`config.mk`:
```
export PLATFORM = sky130hd
export DESIGN_NAME = gang_drive_ctl
export DESIGN_NICKNAME = d
export VERILOG_FILES = /design/src/rtl/gang_pkg.sv /design/src/rtl/gang_cfg_reg.sv /design/src/rtl/gang_pin_mux.sv /design/src/rtl/gang_drive_ctl.sv
export SDC_FILE = /design/constraint.sdc
export NUM_CORES = 1
export LEC_CHECK = 0
export BUFFER_PORTS_ARGS = -buffer_cell sky130_fd_sc_hd__buf_2
export CAP_MARGIN = 20
export CORE_AREA = 3 3 82 84
export CTS_BUF_LIST = sky130_fd_sc_hd__clkbuf_8
export DETAILED_ROUTE_END_ITERATION = 16
export DIE_AREA = 0 0 85 87
export PLACE_DENSITY = 0.75
export SETUP_SLACK_MARGIN = 0.02
export SLEW_MARGIN = 20
export SYNTH_ARGS = -nofsm -noshare
export SYNTH_HDL_FRONTEND = slang
export SYNTH_HIERARCHICAL = 1
export SYNTH_SLANG_ARGS = --single-unit
export TNS_END_PERCENT = 100
```
`constraint.sdc`:
```
create_clock -name clk -period 4.8 [get_ports clk]
set_input_delay 0.48 -clock clk [delete_from_list [all_inputs] [get_ports clk]]
set_output_delay 0.48 -clock clk [all_outputs]
set_load 0.1 [all_outputs]
```
`src/rtl/gang_pkg.sv`:
```
package gang_pkg;

    localparam int unsigned CFG_W      = 8;
    localparam int unsigned PB_BASE    = 0;
    localparam int unsigned PC_BASE    = 8;
    localparam int unsigned MASTER_IDX = PC_BASE;
    localparam int unsigned MIN_PINS   = PC_BASE + 8;

    typedef struct packed {
        logic [CFG_W-1:1] sel;
        logic             en;
    } gang_cfg_t;

    typedef struct packed {
        logic oe;
        logic dout;
        logic drv;
        logic slew;
    } pin_ctl_t;

    // Select bit that adds pin p to the gang; 0 means the pin cannot join.
    function automatic int unsigned sel_bit_of_pin(input int unsigned p);
        if (p >= PC_BASE + 1 && p <= PC_BASE + 3)
            return p - PC_BASE;
        if (p >= PB_BASE + 2 && p <= PB_BASE + 5)
            return p - PB_BASE + 2;
        return 0;
    endfunction

endpackage

```
`src/rtl/gang_cfg_reg.sv`:
```
module gang_cfg_reg
    import gang_pkg::*;
(
    input  logic             clk,
    input  logic             rst,
    input  logic             we,
    input  logic [CFG_W-1:0] wdata,
    output gang_cfg_t        cfg_q
);

    logic locked_q;

    always_ff @(posedge clk) begin
        if (rst) begin
            cfg_q    <= '0;
            locked_q <= 1'b0;
        end else if (we && !locked_q) begin
            cfg_q    <= gang_cfg_t'(wdata);
            locked_q <= 1'b1;
        end
    end

    assert_reset_clear_R1: assert property (@(posedge clk) disable iff (rst)
        $past(rst) |-> (cfg_q == '0 && !locked_q));

    assert_first_write_R2: assert property (@(posedge clk) disable iff (rst)
        (we && !locked_q) |=> (cfg_q == $past(wdata) && locked_q));

    assert_locked_hold_R3: assert property (@(posedge clk) disable iff (rst)
        locked_q |=> ($stable(cfg_q) && locked_q));

endmodule

```
`src/rtl/gang_pin_mux.sv`:
```
module gang_pin_mux
    import gang_pkg::*;
(
    input  logic     clk,
    input  logic     rst,
    input  logic     gang_en,
    input  logic     gang_member,
    input  logic     m_dout,
    input  logic     m_drv,
    input  logic     m_slew,
    input  pin_ctl_t own,
    input  logic     per_sel,
    input  logic     per_oe,
    input  logic     per_dout,
    input  logic     ana_en,
    output pin_ctl_t pad
);

    logic ganged;
    assign ganged = gang_en && gang_member;

    always_comb begin
        if (ana_en) begin
            pad = '{oe: 1'b0, dout: 1'b0, drv: own.drv, slew: own.slew};
        end else if (ganged) begin
            pad = '{oe: 1'b1, dout: m_dout, drv: m_drv, slew: m_slew};
        end else if (per_sel) begin
            pad = '{oe: per_oe, dout: per_dout, drv: own.drv, slew: own.slew};
        end else begin
            pad = own;
        end
    end

    assert_analog_quiet_R8: assert property (@(posedge clk) disable iff (rst)
        ana_en |-> (!pad.oe && !pad.dout));

    assert_gang_follows_R6: assert property (@(posedge clk) disable iff (rst)
        (ganged && !ana_en) |-> (pad.oe && pad.dout == m_dout &&
                                 pad.drv == m_drv && pad.slew == m_slew));

    assert_gang_over_per_R7: assert property (@(posedge clk) disable iff (rst)
        (ganged && !ana_en && per_sel) |-> pad.oe);

    assert_idle_passthru_R9: assert property (@(posedge clk) disable iff (rst)
        (!gang_en && !ana_en && !per_sel) |-> (pad == own));

endmodule

```
`src/rtl/gang_drive_ctl.sv`:
```
module gang_drive_ctl
    import gang_pkg::*;
#(
    parameter int unsigned NUM_PINS = 16
) (
    input  logic                clk,
    input  logic                rst,
    input  logic                cfg_we,
    input  logic [CFG_W-1:0]    cfg_wdata,
    output logic [CFG_W-1:0]    cfg_rdata,
    input  logic [NUM_PINS-1:0] port_dout,
    input  logic [NUM_PINS-1:0] port_dir,
    input  logic [NUM_PINS-1:0] port_drv,
    input  logic [NUM_PINS-1:0] port_slew,
    input  logic [NUM_PINS-1:0] per_sel,
    input  logic [NUM_PINS-1:0] per_oe,
    input  logic [NUM_PINS-1:0] per_dout,
    input  logic [NUM_PINS-1:0] ana_en,
    output logic [NUM_PINS-1:0] pad_oe,
    output logic [NUM_PINS-1:0] pad_dout,
    output logic [NUM_PINS-1:0] pad_drv,
    output logic [NUM_PINS-1:0] pad_slew
);

    initial begin
        assert (NUM_PINS >= MIN_PINS) else $error("NUM_PINS too small for gang map");
    end

    gang_cfg_t cfg_q;

    gang_cfg_reg u_cfg (
        .clk   (clk),
        .rst   (rst),
        .we    (cfg_we),
        .wdata (cfg_wdata),
        .cfg_q (cfg_q)
    );

    assign cfg_rdata = cfg_q;

    for (genvar p = 0; p < NUM_PINS; p++) begin : g_pin
        localparam int unsigned SB = sel_bit_of_pin(p);
        logic     member;
        pin_ctl_t own_ctl;
        pin_ctl_t pad_ctl;

        if (p == MASTER_IDX) begin : g_master
            assign member = 1'b1;
        end else if (SB != 0) begin : g_sel
            assign member = cfg_q.sel[SB];
        end else begin : g_none
            assign member = 1'b0;
        end

        assign own_ctl = '{oe: port_dir[p], dout: port_dout[p],
                           drv: port_drv[p], slew: port_slew[p]};

        gang_pin_mux u_mux (
            .clk         (clk),
            .rst         (rst),
            .gang_en     (cfg_q.en),
            .gang_member (member),
            .m_dout      (port_dout[MASTER_IDX]),
            .m_drv       (port_drv[MASTER_IDX]),
            .m_slew      (port_slew[MASTER_IDX]),
            .own         (own_ctl),
            .per_sel     (per_sel[p]),
            .per_oe      (per_oe[p]),
            .per_dout    (per_dout[p]),
            .ana_en      (ana_en[p]),
            .pad         (pad_ctl)
        );

        assign pad_oe[p]   = pad_ctl.oe;
        assign pad_dout[p] = pad_ctl.dout;
        assign pad_drv[p]  = pad_ctl.drv;
        assign pad_slew[p] = pad_ctl.slew;

        if (p == MASTER_IDX) begin : g_master_chk
            assert_master_out_R5: assert property (@(posedge clk) disable iff (rst)
                (cfg_q.en && !ana_en[p]) |-> (pad_oe[p] && pad_dout[p] == port_dout[p]));
        end else if (SB == 0) begin : g_outsider_chk
            assert_non_member_R4: assert property (@(posedge clk) disable iff (rst)
                (!ana_en[p] && !per_sel[p]) |-> (pad_oe[p] == port_dir[p]));
        end
    end

endmodule

```
[Word level (Yosys, flattened, before mapping)]
Index checks and enable logic that the tools add are counted.
Storage, ports and cells
  word-level logic and storage cells: 52
  output and inout port bits: 72
  input bits: 139
  register bits after elaboration: 9
Operators by class
  reduce and logical (&&, ||, !) cells: 9
  muxes and demuxes: 40
Operators by type and width (number)
  2-to-1 mux 4 bit: 40
  logical AND 1 bit: 8
  zero test 1 bit: 1

[Depth between registers and ports, before layout]
  depth in word-level cells: 3
  depth in mapped cells: 3
  gate-level depth less buffers: 2

[Hierarchy]
The synthesis kept the hierarchy.
By module, submodules not included
  gang_pin_mux: cells each 9, sequential area each 0.0 µm², instances 16, area each 95.1 µm²
  gang_cfg_reg: cells each 37, sequential area each 180.2 µm², instances 1, area each 411.6 µm²
  gang_drive_ctl: cells each 2, sequential area each 0.0 µm², instances 1, area each 7.5 µm²

[Least setup slack after synthesis]
No wires, ideal clock.
  kind: register to output
  from: register, netlist name u_cfg/cfg_q[0]
  to: output port pad_dout[10]
  arrival time: 4.822 ns
  path buffers: 0
  slack: -0.502 ns
  data required time: 4.320 ns
  stages on the path, launching flop included: 3
  path through: dfxtp_1 > nand2_1 > a211oi_1
Between the ends
  cells in the longest elaborated chain, start to end: 3
RTL lines
  logical AND 1 bit: line gang_pin_mux.sv:20  | assign ganged = gang_en && gang_member;
  2-to-1 mux 4 bit: line gang_pin_mux.sv:25  | end else if (ganged) begin
  2-to-1 mux 4 bit: line gang_pin_mux.sv:23  | if (ana_en) begin
  end: declaration: line gang_drive_ctl.sv:20  | output logic [NUM_PINS-1:0] pad_dout,
Every way passes these cells.

[Final worst setup path]
  from: register, netlist name u_cfg/cfg_q[0]
  to: output port pad_dout[9]
Between the ends
  cells in the longest elaborated chain, start to end: 3
RTL lines (line)
  logical AND 1 bit: gang_pin_mux.sv:20
  2-to-1 mux 4 bit: gang_pin_mux.sv:25
  2-to-1 mux 4 bit: gang_pin_mux.sv:23
Every way passes these cells.

==> results_dict.tcl <==
set metrics [dict create \
    holdCritPathClass "in2reg" \
    vias_per_cell 4.77 \
    worstPathCellList "buf_4 > nand2_1 > a211oi_2 > buf_2" \
    ys_warn_count 6 \
    cts_setup_buffers 0 \
    rsz0062_at_grt "no" \
    fp.dieArea_um2 7400 \
    end_kind "primary output" \
    critical-path-slowest-cell "dfxtp_2" \
    worstPathRequired_ns 4.32 \
    firstDrtPassIters 4 \
    synth.cell_area_um2 1940 \
    setup-tns-final_ns 0 \
    cts_buffer_depth 2 \
    synth_sequential_area_ratio 0.0928 \
    core_um2 5990 \
    clockRootBuffer "clkbuf_8" \
    status "complete, no violations" \
    maxSlewViolCount 0 \
    drtIter0Drc 45 \
    worstPathBufferInverterCount 2 \
    wl_mm 6.87 \
    stdcell_count 497 \
    boundaryPins 211 \
    synth-seq-cells 9 \
    routabilityCongestion 0.811 \
    clock_latency_ns 0.23 \
    grt_antenna_before_repair 0 \
    worst_ir_drop_vdd_mv 0.157 \
    skew_ns 0.000648 \
    finalCriticalPeriod_ns 2.77 \
    h-tree-depth 1 \
    fp.dieH_um 87 \
    cap_violations 0 \
    drive_above_1_share 0.664 \
    start_util 0.324 \
    critPathKind "reg2out" \
    post_synth.cell_area_avg_um2 10.6 \
    rrSetupSlack_ns 3.70 \
    period_share 0.577 \
    hold_start "cfg_wdata[7]" \
    cts_sinks 9 \
    setup_viol 0 \
    p_leak_nw 2.18 \
    grt_pass1_wl_mm 10.4 \
    power_mw 0.681 \
    grt_max_degree 28 \
    postSynthCellCount 183 \
    hpwlAfterDp_mm 5.80 \
    hold_violations 0 \
    nNetsFinal 562 \
    grt_pass1_vias 2262 \
    clkTransAtPathRegs_ns 0.04 \
    max_freq_mhz 361 \
    worst-path-max-fanout 27 \
    power_density_nw_per_um2 208 \
    crit_arrival_ns 2.29 \
    relSlewSlack 0.540 \
    grt.total_usage 0.169 \
    wl_per_cell_um 13.8 \
    slowest_delay_ns 0.77 \
    drc 0 \
    numPortBuffers 210 \
    yosysUniqueCellTypes 15 \
    die_w_um 85 \
    cp_top_family "buffers and inverters" \
    postCtsResizedCells 0 \
    rows 28 \
    globalRouteOverflowTotal 0 \
    num_vias 2372 \
    cts_buffers 3 \
    hold_buffers 0 \
    worstMarginPinSlew_ns 0.691 \
    whs_ns 0.530 \
    crit_start "u_cfg/cfg_q[0]$_SDFFE_PP0P_" \
    start_kind "flip-flop" \
    rr_startpoint "u_cfg/cfg_q[0]$_SDFFE_PP0P_" \
    antenna_left 0 \
    area_growth_pct 68.5 \
    diodes 0 \
    cts_tree "built" \
    dp.cells 493 \
]
[layer usage]
layer  vias up  wire length, um  global-route usage
li1       1173                -                   -
met1      1085             2600               0.188
met2       108             3710               0.343
met3         6              506              0.0161
met4         0               46              0.0302
met5         -                0                   0
[final cells by class]
type	count	area, um2
Fill cell	573	2720
Multi-Input combinational cell	198	1890
Timing Repair Buffer	211	1060
Sequential cell	9	181
Tap cell	75	93.8
Clock buffer	3	41.3
Clock inverter	1	3.75
[synthesized netlist by cell type]
master	n	share of area
a211oi_1	16	0.062
a21oi_1	16	0.041
and2b_4	1	0.0052
and3b_1	16	0.072
clkbuf_1	1	0.0019
conb_1	2	0.0039
dfxtp_1	9	0.093
mux2_4	32	0.25
mux2i_1	32	0.17
nand2_1	16	0.031
nand2b_1	8	0.026
nand3b_4	16	0.17
nand4bb_1	8	0.046
nor2_1	2	0.0039
o21ai_2	8	0.036
[placed cells by master, fill, tap and decap left out, types with 8 or more instances in the layout]
| cell | n |
|---|---|
| conb_1 | 27 |
| a211oi_1 | 8 |
| dfxtp_1 | 8 |
| mux2_4 | 32 |
| nand2b_1 | 8 |
| nand3b_4 | 16 |
| o21ai_2 | 8 |
| nand4bb_1 | 8 |
| buf_2 | 210 |
| nand2_1 | 16 |
| mux2i_1 | 32 |
| and3b_1 | 16 |
| a211oi_2 | 8 |
| a21oi_1 | 16 |
[per-stage QoR]
step | setup slack, ns | utilization | area [um2]
detailed placement | 2.26 | 0.538 | 3220
global route | 1.88 | 0.546 | 3270
floorplan | 0.165 | - | 2070
finish | 2.03 | 0.546 | 3270
CTS | 2.00 | 0.546 | 3270
global placement | 2.28 | 0.538 | 3220
[sequential cells by signal (all words and copies together), names as in the netlist]
| register | count |
|---|---|
| u_cfg/locked_q | 1 |
| u_cfg/cfg_q | 8 |
[cell families (layout without fill, tap and decap cells)]
kind of cell	after synthesis	in the layout	share of synthesized area
compound gates	40	40	0.139
buf+inv	1	215	0.00193
flops	9	9	0.0928
mux	64	64	0.413
other cells	2	27	0.00387
simple gates	67	67	0.349
[final timing paths]
kind,depth (start not counted),endpoint
max,4,pad_dout[9]
min,3,u_cfg/cfg_q[7]$_SDFFE_PP0P_
max reg2reg,2,u_cfg/cfg_q[0]$_SDFFE_PP0P_
min reg2reg,2,u_cfg/cfg_q[2]$_SDFFE_PP0P_
[worst min-delay path: cells and delay by family]
family	cells	cell delay, ns
and+or+nand+nor	1	0.11
AOI/OAI and AO/OA	1	0.06
buffers and inverters	1	0.07
[report_power, final]
part	leakage [nW]	switching [mW]	internal, mW	total (mW)
clock	0.0269	0.0286	0.0556	0.0841
sequential	0.0745	0.0128	0.0799	0.0927
combinational	2.07	0.377	0.128	0.504
Power figures use the tool's default switching activity.
